--- config.mk ---
export PLATFORM = sky130hd
export DESIGN_NAME = bus_yield_arbiter
export DESIGN_NICKNAME = d
export VERILOG_FILES = /design/src/rtl/rg_pkg.sv /design/src/rtl/rg_line_pads.sv /design/src/rtl/rg_req_pick.sv /design/src/rtl/rg_yield_gate.sv /design/src/rtl/rg_exchange_fsm.sv /design/src/rtl/bus_yield_arbiter.sv
export SDC_FILE = /design/constraint.sdc
export NUM_CORES = 1
export LEC_CHECK = 0
export ABC_CLOCK_PERIOD_IN_PS = 1600
export BUFFER_PORTS_ARGS = -buffer_cell sky130_fd_sc_hd__clkbuf_2
export CORE_AREA = 2 2 39 41
export DETAILED_ROUTE_END_ITERATION = 16
export DIE_AREA = 0 0 41 43
export MAX_ROUTING_LAYER = met4
export PLACE_DENSITY_LB_ADDON = 0.1
export REMOVE_ABC_BUFFERS = 1
export SLEW_MARGIN = 15
export SYNTH_ARGS = -nofsm -noshare
export SYNTH_HDL_FRONTEND = slang
export SYNTH_SLANG_ARGS = --single-unit
export TNS_END_PERCENT = 100
--- constraint.sdc ---
create_clock -name clk -period 1.6 [get_ports clk]
set_input_delay 0.16 -clock clk [delete_from_list [all_inputs] [get_ports clk]]
set_output_delay 0.16 -clock clk [all_outputs]
set_load 0.01 [all_outputs]
--- src/rtl/rg_pkg.sv ---
// Package: shared types for the request/grant hand-off arbiter.
// Assumes phase values outside the enumerated set never occur.
package rg_pkg;

    // Bus-cycle phase reported by the owner's sequencer.
    typedef enum logic [2:0] {
        PH_IDLE = 3'd0,
        PH_T1   = 3'd1,
        PH_T2   = 3'd2,
        PH_T3   = 3'd3,
        PH_TW   = 3'd4,
        PH_T4   = 3'd5
    } bus_phase_e;

    // Exchange sequencer states.
    typedef enum logic [2:0] {
        XS_OWN   = 3'd0,
        XS_WAIT  = 3'd1,
        XS_GRANT = 3'd2,
        XS_HOLD  = 3'd3,
        XS_DEAD  = 3'd4
    } xchg_state_e;

endpackage

--- src/rtl/rg_line_pads.sv ---
// Module: per-line pad split. Turns each active-low line sample into a
// "low seen" flag and drives the grant pulse onto the selected line only.
// Assumes the line inputs are already synchronous to clk.
module rg_line_pads #(
    parameter int NUM_LINES = 2,
    parameter int LINE_W    = 1
) (
    input  logic [NUM_LINES-1:0] rg_in,
    input  logic                 grant_fire,
    input  logic [LINE_W-1:0]    grant_line,
    output logic [NUM_LINES-1:0] low_seen,
    output logic [NUM_LINES-1:0] rg_out,
    output logic [NUM_LINES-1:0] rg_oe
);

    for (genvar g = 0; g < NUM_LINES; g++) begin : g_line
        // Active-low decode of the shared wire.
        assign low_seen[g] = ~rg_in[g];
        // Enable only the granted line, and only in the grant clock.
        assign rg_oe[g]    = grant_fire && (grant_line == LINE_W'(g));
        // Pull the line low whenever it is enabled.
        assign rg_out[g]   = ~rg_oe[g];
    end

endmodule

--- src/rtl/rg_req_pick.sv ---
// Module: fixed-priority picker. The lowest-numbered low line wins.
// Assumes at most one grant is in progress (the sequencer enforces this).
module rg_req_pick #(
    parameter int NUM_LINES = 2,
    parameter int LINE_W    = 1
) (
    input  logic [NUM_LINES-1:0] low_seen,
    output logic                 req_any,
    output logic [LINE_W-1:0]    req_line
);

    // Scan from high index down so that the lowest index overwrites last.
    always_comb begin
        req_any  = |low_seen;
        req_line = '0;
        for (int i = NUM_LINES - 1; i >= 0; i--) begin
            if (low_seen[i]) begin
                req_line = LINE_W'(i);
            end
        end
    end

endmodule

--- src/rtl/rg_yield_gate.sv ---
// Module: decodes the bus phase and the release qualifiers into the
// three decisions the sequencer needs: idle bus, late arrival phase,
// and a T4 at which the bus may be given away.
// Assumes qualifier flags are valid in the same clock as the phase.
module rg_yield_gate (
    input  rg_pkg::bus_phase_e phase,
    input  logic               lock_active,
    input  logic               split_first,
    input  logic               inta_first,
    output logic               idle_now,
    output logic               late_now,
    output logic               t4_now,
    output logic               t4_clear
);
    import rg_pkg::*;

    // Phase decode and the all-clear test at T4.
    always_comb begin
        idle_now = (phase == PH_IDLE);
        late_now = (phase == PH_T3) || (phase == PH_TW);
        t4_now   = (phase == PH_T4);
        t4_clear = t4_now && !lock_active && !split_first && !inta_first;
    end

endmodule

--- src/rtl/rg_exchange_fsm.sv ---
// Module: exchange sequencer. Accepts one request, waits for a legal
// hand-off point, issues the grant, holds floated until the release
// pulse on the same line, then spends one dead clock.
// Assumes pulses are one clock wide and synchronous.
module rg_exchange_fsm #(
    parameter int NUM_LINES = 2,
    parameter int LINE_W    = 1
) (
    input  logic                 clk,
    input  logic                 rst_n,
    input  logic                 req_any,
    input  logic [LINE_W-1:0]    req_line,
    input  logic [NUM_LINES-1:0] low_seen,
    input  logic                 idle_now,
    input  logic                 late_now,
    input  logic                 t4_now,
    input  logic                 t4_clear,
    output logic                 grant_fire,
    output logic                 floated,
    output logic [LINE_W-1:0]    line_q
);
    import rg_pkg::*;

    xchg_state_e state_q, state_d;
    logic [LINE_W-1:0] line_d;
    logic early_q, early_d;
    logic rel_seen;

    // Release is a low on the line that holds the bus.
    assign rel_seen = low_seen[line_q];

    // Next-state decision for one exchange.
    always_comb begin
        state_d = state_q;
        line_d  = line_q;
        early_d = early_q;
        unique case (state_q)
            XS_OWN: begin
                if (req_any) begin
                    line_d = req_line;
                    if (idle_now) begin
                        state_d = XS_GRANT;
                    end else begin
                        state_d = XS_WAIT;
                        early_d = !late_now;
                    end
                end
            end
            XS_WAIT: begin
                if (idle_now) begin
                    state_d = XS_GRANT;
                end else if (t4_now) begin
                    if (early_q && t4_clear) begin
                        state_d = XS_GRANT;
                    end else begin
                        early_d = 1'b1;
                    end
                end
            end
            XS_GRANT: state_d = XS_HOLD;
            XS_HOLD: begin
                if (rel_seen) begin
                    state_d = XS_DEAD;
                end
            end
            XS_DEAD:  state_d = XS_OWN;
            default:  state_d = XS_OWN;
        endcase
    end

    // State registers with synchronous active-low reset.
    always_ff @(posedge clk) begin
        if (!rst_n) begin
            state_q <= XS_OWN;
            line_q  <= '0;
            early_q <= 1'b0;
        end else begin
            state_q <= state_d;
            line_q  <= line_d;
            early_q <= early_d;
        end
    end

    assign grant_fire = (state_q == XS_GRANT);
    assign floated    = (state_q == XS_HOLD);

endmodule

--- src/rtl/bus_yield_arbiter.sv ---
// Module: top of the request/grant hand-off arbiter.
// Wires the pad split, the priority picker, the phase gate and the
// exchange sequencer. Assumes synchronous line inputs and a phase
// input restricted to the six encoded values.
module bus_yield_arbiter #(
    parameter int NUM_LINES = 2,
    localparam int LINE_W   = (NUM_LINES > 1) ? $clog2(NUM_LINES) : 1
) (
    input  logic                 clk,
    input  logic                 rst_n,
    input  logic [NUM_LINES-1:0] rg_in,
    output logic [NUM_LINES-1:0] rg_out,
    output logic [NUM_LINES-1:0] rg_oe,
    input  logic [2:0]           phase,
    input  logic                 lock_active,
    input  logic                 split_first,
    input  logic                 inta_first,
    output logic                 bus_floated,
    output logic [LINE_W-1:0]    holder
);
    import rg_pkg::*;

    logic [NUM_LINES-1:0] low_seen;
    logic                 req_any;
    logic [LINE_W-1:0]    req_line;
    logic                 idle_now, late_now, t4_now, t4_clear;
    logic                 grant_fire;
    logic [LINE_W-1:0]    line_q;

    rg_line_pads #(.NUM_LINES(NUM_LINES), .LINE_W(LINE_W)) u_pads (
        .rg_in      (rg_in),
        .grant_fire (grant_fire),
        .grant_line (line_q),
        .low_seen   (low_seen),
        .rg_out     (rg_out),
        .rg_oe      (rg_oe)
    );

    rg_req_pick #(.NUM_LINES(NUM_LINES), .LINE_W(LINE_W)) u_pick (
        .low_seen (low_seen),
        .req_any  (req_any),
        .req_line (req_line)
    );

    rg_yield_gate u_gate (
        .phase       (bus_phase_e'(phase)),
        .lock_active (lock_active),
        .split_first (split_first),
        .inta_first  (inta_first),
        .idle_now    (idle_now),
        .late_now    (late_now),
        .t4_now      (t4_now),
        .t4_clear    (t4_clear)
    );

    rg_exchange_fsm #(.NUM_LINES(NUM_LINES), .LINE_W(LINE_W)) u_fsm (
        .clk        (clk),
        .rst_n      (rst_n),
        .req_any    (req_any),
        .req_line   (req_line),
        .low_seen   (low_seen),
        .idle_now   (idle_now),
        .late_now   (late_now),
        .t4_now     (t4_now),
        .t4_clear   (t4_clear),
        .grant_fire (grant_fire),
        .floated    (bus_floated),
        .line_q     (line_q)
    );

    assign holder = line_q;

endmodule

* Word level (Yosys, flattened, before mapping)
Cells that the tools add are included.
Storage, ports and cells: bits in registers 5, input port bits 10, output and inout port bits 6, word-level logic and storage cells 58
Cells by class: $lt $le $gt $ge 1, eq/ne operators 14, multiplexer cells 17, bitwise gates (word level) 5, reduce and logical (&&, ||, !) cells 18
Operators with widths (number):
- 3-bit 2-to-1 mux | 5
- 3-bit case mux with 4 select lines | 1
- 2-bit != test (second input constant) | 5
- 3-bit by 2-bit equality test with 1-bit output (second input constant) | 3
- 1-bit 2-to-1 mux | 9
- 3-bit equality test (second input constant) | 2
- 1-bit logical AND | 6
- 3-bit logical NOT | 2
- 6-bit AND reduction | 1
- 1-bit inverter | 5
- 1-bit logical NOT | 4
- 4-bit AND reduction | 1
- 3-bit by 1-bit equality test with 1-bit output (second input constant) | 1
- 3-bit by 2-bit != test with 1-bit output (second input constant) | 1
- 3-bit != test (second input constant) | 1
- 1-bit by 2-bit less-than comparator with 1-bit output (second input constant) | 1
- 2-bit 2-to-1 mux | 1
- 2-bit by 1-bit != test with 1-bit output (second input constant) | 1
- 1-bit case mux with 2 select lines | 1
- 2-bit AND reduction | 1
- 2-bit nonzero test | 1
- 2-bit OR reduction | 1
- 1-bit logical OR | 1

* Longest topological paths before layout
Gate-level depths: netlist (run 1).
depth after elaboration 9, mapped depth 5, mapped depth without buffers 4

* By module
A second synthesis (run 1) with hierarchy kept.
Unflattened totals: cell total of the unflattened synthesis 50, area total of the unflattened synthesis 411.6 µm²
Modules (own cells, without submodules):
- rg_exchange_fsm | instances 1, cells an instance 36, area an instance 311.5 µm², seq. area each 100.1 µm²
- rg_yield_gate | instances 1, cells an instance 6, area an instance 57.6 µm², seq. area each 0.0 µm²
- rg_line_pads | instances 1, cells an instance 6, area an instance 30.0 µm², seq. area each 0.0 µm²
- rg_req_pick | instances 1, cells an instance 2, area an instance 12.5 µm², seq. area each 0.0 µm²

* Least setup slack after synthesis (run 1)
Ideal clock, no wire load.
path kind register to register, start point register u_fsm.state_q[1], end point register u_fsm.early_q, setup time 0.091 ns, arrival time 1.074 ns, path slack 0.435 ns, stages on the path, launching flop included 5, path through dfxtp_1 > buf_6 > a2111oi_4 > a221oi_1 > a311oi_1
On the way: word-level cells in the longest chain between the ends 3
Ends and longest elaborated chain:
- start: declaration | RTL line rg_exchange_fsm.sv:24 | xchg_state_e state_q, state_d;
- start signal: assignment | RTL line rg_exchange_fsm.sv:78 | state_q <= state_d;
- 3-bit by 1-bit equality test with 1-bit output / 3-bit logical NOT (equally long branches) | RTL line rg_exchange_fsm.sv:37 | unique case (state_q)
- 2-bit != test (no line) / 2-bit nonzero test (equally long branches)
- 6-bit AND reduction (no line)
- end signal: assignment | RTL line rg_exchange_fsm.sv:80 | early_q <= early_d;
- end: declaration | RTL line rg_exchange_fsm.sv:26 | logic early_q, early_d;
Parallel ways exist; a longest one is shown, timed or not. A chain may end at the register's enable or synchronous reset.

* Worst setup path after layout (run 1)
start point register u_fsm.state_q[2], end point output port rg_oe[0]
On the way: word-level cells in the longest chain between the ends 2
Ends and longest elaborated chain:
- 3-bit by 2-bit equality test with 1-bit output | RTL line rg_exchange_fsm.sv:84 | assign grant_fire = (state_q == XS_GRANT);
- 1-bit logical AND | RTL line rg_line_pads.sv:20 | assign rg_oe[g] = grant_fire && (grant_line == LINE_W'(g));
- end: declaration | RTL line bus_yield_arbiter.sv:13 | output logic [NUM_LINES-1:0] rg_oe,
No other way between the ends.

==> results of run 1 <==
==> Yosys cell counts <==
| master | number | share of area |
|---|---|---|
| and3_2 | 1 | 0.019 |
| and2_1 | 1 | 0.016 |
| mux2i_1 | 1 | 0.025 |
| a2111oi_4 | 1 | 0.070 |
| buf_6 | 1 | 0.029 |
| a221oi_1 | 1 | 0.022 |
| nand2_1 | 8 | 0.076 |
| nor4_1 | 3 | 0.048 |
| or3_1 | 2 | 0.032 |
| o31a_1 | 1 | 0.022 |
| nor3b_2 | 2 | 0.064 |
| o22ai_1 | 1 | 0.016 |
| buf_4 | 1 | 0.019 |
| nand2b_1 | 2 | 0.032 |
| nor4bb_2 | 1 | 0.041 |
| inv_2 | 1 | 0.0095 |
| dfxtp_1 | 5 | 0.25 |
| nor3_1 | 2 | 0.025 |
| a21oi_1 | 2 | 0.025 |
| o21bai_2 | 1 | 0.029 |
| o21ai_1 | 2 | 0.025 |
| inv_1 | 2 | 0.019 |
| a311oi_1 | 1 | 0.022 |
| nor2_1 | 6 | 0.057 |
==> layout make-up <==
| type | instances | area share |
|---|---|---|
| clock buffer | 4 | 0.0529 |
| timing repair buffer | 15 | 0.151 |
| tap | 16 | 0.0403 |
| multi-input combinational | 39 | 0.529 |
| sequential | 5 | 0.204 |
| inverter | 3 | 0.0227 |
==> cells by family (layout without fill, tap and decap cells) <==
logic type / Yosys count / count (layout) / synth area share
AOI/OAI and AO/OA: 10 / 10 / 0.233
buffers and inverters: 5 / 22 / 0.0764
DFF: 5 / 5 / 0.255
muxes: 1 / 1 / 0.0255
and+or+nand+nor: 28 / 28 / 0.411
==> power groups by stage <==
stage	clock, µW	sequential [µW]	combinational (µW)
2_1_floorplan	0	186	121
3_3_place_gp	0	193	173
3_5_place_dp	0	194	171
4_1_cts	160	191	172
5_1_grt	172	199	192
6_report	149	193	169
==> state kept, by name, indices dropped and copies added, names as in the netlist <==
register / count
u_fsm.early_q: 1
u_fsm.line_q: 1
u_fsm.state_q: 3
==> critical path, stage by stage (launching register included) <==
cell and delay, ps:
dfxtp_1 390, inv_2 100, nand2_1 60, or3_1 330, inv_1 60, clkbuf_2 120
==> metal layers <==
layer	routed length [µm]	GRT usage	part of all wire	vias to the layer above
met2	360	0.166	0.42	16
met3	78	0.0314	0.091	2
met4	4	0.0800	0.0047	0
met5	0	-	0	-
li1	-	-	-	212
met1	416	0.158	0.48	160
==> per-stage QoR <==
stage | setup slack (ps) | instances | instance area, µm²
floorplan | 355 | 47 | 374
global placement | 222 | 78 | 469
detailed placement | 201 | 78 | 469
CTS | 21.5 | 82 | 495
global route | 27.9 | 82 | 497
finish | 151 | 82 | 497
==> final timing paths <==
check                           cells after the start                          start                             to
worst max-delay path                                5  u_fsm.state_q[2]$_SDFFE_PN0P_                       rg_oe[0]
worst min register to register                      2      u_fsm.line_q$_SDFFE_PN0P_      u_fsm.line_q$_SDFFE_PN0P_
worst max register to register                      4  u_fsm.state_q[0]$_SDFFE_PN0P_  u_fsm.state_q[0]$_SDFFE_PN0P_
worst min-delay path                                3                          rst_n  u_fsm.state_q[2]$_SDFFE_PN0P_
==> repair_timing <==
action | in CTS | in global routing
setup endpoints to repair | 0 | 2
hold buffers | 0 | 0
resized for setup | 0 | 1
==> flow_summary.json, run 1 <==
{
  "final_nets": 77,
  "io_buffers": 15,
  "power.switching_uw": 180,
  "clockRootBuffer": "clkbuf_4",
  "wl_per_cell_um": 10.5,
  "initial_core_util": 0.284,
  "grt_pass1_wl_um": 1410,
  "rrSetupSlack_ps": 220,
  "drc_errors": 0,
  "fp.dieArea_mm2": 0.00176,
  "pwr-share-comb": 0.332,
  "start_kind": "register",
  "internal-power_uw": 330,
  "final_cell_mix": "clkbuf_2, nand2_1, nor2_1",
  "fin_crit_sh": 0.906,
  "multi_input_area_um2": 263,
  "p_leak_uw": 0.000221,
  "cts_tree": "built",
  "hpwlAfterDp_um": 713,
  "cts.sinks": 5,
  "slew_headroom": 0.743,
  "postSynthCellCount": 49,
  "min_path_type": "in -> reg",
  "fillers": 157,
  "cts_buffer_depth": 2,
  "clkLatencyLatePin_ps": 240,
  "layout-drive-gt1-share": 0.394,
  "drv_slew": 0,
  "crit_fanout": 6,
  "area_delta_synth_final_pct": 26.4,
  "ir_drop_mv": 0.414,
  "synth_area_um2": 393,
  "detail-route-antenna-nets": 0,
  "antenna_found_initial": 0,
  "critPathRequiredTime_ps": 1440,
  "cts_buffers": 3,
  "ys_warn_count": 0,
  "coreArea_mm2": 0.00138,
  "min_period_ps": 1450,
  "hold_ws_ps": 136,
  "viasPerCell": 4.76,
  "final_core_utilization": 0.359,
  "diodes": 0,
  "die_w_um": 41,
  "cts_max_level": 1,
  "rows": 14,
  "grt-ovfl-total": 0,
  "post_cts_buffers": 0,
  "finalHoldViolations": 0,
  "fin_worst_skew_ps": 1.52,
  "syn_area_per_cell_um2": 8.02,
  "layout_commonest_cell": "clkbuf_2",
  "initialDrtViolationCount": 5,
  "ys_ff_latch": 5,
  "endpoint_kind": "output port",
  "pwr-share-clk": 0.291,
  "maxCapViolations": 0,
  "cp.arrival_ps": 1290,
  "status": "complete, no violations",
  "fmax_mhz": 690,
  "die_h_um": 43,
  "yosysUniqueCellTypes": 24,
  "io_pins": 16,
  "tns_ps": 0,
  "worst_pin_slew_ps": 385,
  "worstSetupPathType": "reg -> out",
  "regArea_um2": 101,
  "powerDensity_mw_per_mm2": 1030,
  "swShare": 0.353,
  "rsz0062_at_grt": "no",
  "synth_seq_area_share": 0.255,
  "dr.pass1.iters": 3,
  "power_frac_seq": 0.377,
  "setup-violations-final": 0,
  "grt_pass1_vias": 352,
  "grt_start_max_net_pins": 12,
  "totalPowerFinal_uw": 511,
  "vias": 390,
  "routabilityCongestion": 0.698,
  "wl_um": 858,
  "grtUsageTotal": 0.124,
  "clk_pin_slew_ps": 40
}
(Power assumes the default switching activity.)
==> run 2, diff against run 1 <==
--- a/config.mk
+++ b/config.mk
@@ -13,6 +13,7 @@
 export MAX_ROUTING_LAYER = met4
 export PLACE_DENSITY_LB_ADDON = 0.1
 export REMOVE_ABC_BUFFERS = 1
+export SETUP_SLACK_MARGIN = 0.5
 export SLEW_MARGIN = 15
 export SYNTH_ARGS = -nofsm -noshare
 export SYNTH_HDL_FRONTEND = slang
==> run 2 against run 1 <==
Die area unchanged. Clock skew increased by 1.3 ps. Sequential share of layout area decreased by 2.4 points. Critical path depth fell by 1. Maximum frequency rose by 7.7%. Final cell count rose by 6.1%. Register-to-register slack better by 120 ps. Clock power about the same. Via count increased by 7.2%. Global-route usage increased by 0.93 points. Hold slack better by 14 ps. Sequential power fell by 3%. Critical path type unchanged.
==> flow_summary.json, run 2 (same netlist as run 1, synthesis figures left out) <==
{
  "status": "complete, no violations",
  "worstSetupPathType": "reg -> out",
  "powerDensity_mw_per_mm2": 974,
  "dr.pass1.iters": 3,
  "final_cell_mix": "clkbuf_2, nand2_1, nor2_1",
  "initialDrtViolationCount": 8,
  "grt_pass1_wl_um": 1520,
  "wl_um": 989,
  "top_register": "u_fsm.state_q",
  "setup-violations-final": 0,
  "crit_fanout": 2,
  "fp.dieArea_mm2": 0.00176,
  "detail-route-antenna-nets": 0,
  "die_w_um": 41,
  "clkLatencyLatePin_ps": 240,
  "layout_commonest_cell": "clkbuf_2",
  "cts_max_level": 1,
  "pre_cts_ws_ps": 201,
  "p_leak_uw": 0.000255,
  "ir_drop_mv": 0.427,
  "finalHoldViolations": 0,
  "initial_core_util": 0.284,
  "fin_worst_skew_ps": 2.84,
  "largest_reg_flops": 3,
  "cts.sinks": 5,
  "vias": 418,
  "fin_crit_sh": 0.841,
  "clk_pin_slew_ps": 40,
  "layout_setup_ws_ps": 255,
  "grt-ovfl-total": 0,
  "fillers": 140,
  "min_period_ps": 1350,
  "routabilityCongestion": 0.698,
  "start_kind": "register",
  "viasPerCell": 4.80,
  "cts_buffer_depth": 2,
  "rsz0062_at_grt": "yes",
  "tns_ps": 0,
  "antenna_found_initial": 0,
  "drc_errors": 0,
  "worst_pin_slew_ps": 303,
  "io_pins": 16,
  "final_nets": 82,
  "cts_buffers": 3,
  "cp.arrival_ps": 1190,
  "cts_tree": "built",
  "hpwlAfterDp_um": 713,
  "io_buffers": 15,
  "hold_ws_ps": 150,
  "fmax_mhz": 743,
  "diodes": 0,
  "slew_headroom": 0.798,
  "area_delta_synth_final_pct": 57.3,
  "maxCapViolations": 0,
  "endpoint_kind": "output port",
  "hold_buffers": 0,
  "placed_area_um2": 469,
  "design_area_um2": 618,
  "grtUsageTotal": 0.133,
  "min_path_type": "in -> reg",
  "drv_slew": 0,
  "layout-drive-gt1-share": 0.606,
  "clockRootBuffer": "clkbuf_4",
  "grt_start_max_net_pins": 12,
  "coreArea_mm2": 0.00138,
  "rows": 14,
  "die_h_um": 43,
  "critPathRequiredTime_ps": 1440,
  "grt_pass1_vias": 380,
  "largestRegisters": "u_fsm.state_q x3, u_fsm.early_q x1, u_fsm.line_q x1",
  "wl_per_cell_um": 11.4
}
## run 2: cell count changes in the layout (fill, tap and decap cells not counted), sizes merged
| cell | delta |
|---|---|
| buf | +7 |
| clkbuf | -2 |
## run 2: final cells by class
cell class,instances,area (µm²),share of cell area
clock buffer,4,26.3,0.0425
inverter,3,13.8,0.0223
multi-input combinational,39,328,0.530
sequential,5,111,0.180
tap,16,20.0,0.0324
timing repair buffer,20,119,0.192
## run 2: power breakdown
part	internal, µW	leakage, µW	total, µW	switching (µW)
Combinational	142	0.000196	265	122
Sequential	150	0.0000432	188	37.8
Clock	94.5	0.0000150	149	54.8
Total	387	0.000255	602	215
## run 2: repair_timing
| item | CTS | global route |
|---|---|---|
| endpoints found under the setup margin | 9 | 9 |
| resized for setup | 15 | 9 |
| cloned | 0 | 0 |
| buffers inserted | 5 | 0 |
| pin swaps | 8 | 4 |
## run 2: per-layer routing
layer  GRT usage  wire length, µm
met1       0.168              447
met2       0.184              460
met3      0.0314               74
met4      0.0800                6
met5           -                0
## run 2: stage by stage
stage	power, µW	utilization	std cells
4_1_cts	592	0.429	87
3_3_place_gp	366	0.339	78
6_report	602	0.447	87
2_1_floorplan	308	-	47
5_1_grt	653	0.447	87
3_5_place_dp	365	0.339	78
## run 2: worst max-delay path, stage by stage (launching register included)
cell	delay (ps)
dfxtp_4	350
inv_4	50
nand2_2	40
or3_4	360
buf_2	150
## run 2: worst paths after layout
check                           depth (start not counted)                           from  slack (ps)                             to
worst max-delay path                                    4  u_fsm.state_q[2]$_SDFFE_PN0P_         250                      rg_out[0]
worst max register to register                          5  u_fsm.state_q[1]$_SDFFE_PN0P_         340  u_fsm.state_q[1]$_SDFFE_PN0P_
worst min-delay path                                    3                          rst_n         150  u_fsm.state_q[2]$_SDFFE_PN0P_
worst min register to register                          2      u_fsm.line_q$_SDFFE_PN0P_         580      u_fsm.line_q$_SDFFE_PN0P_
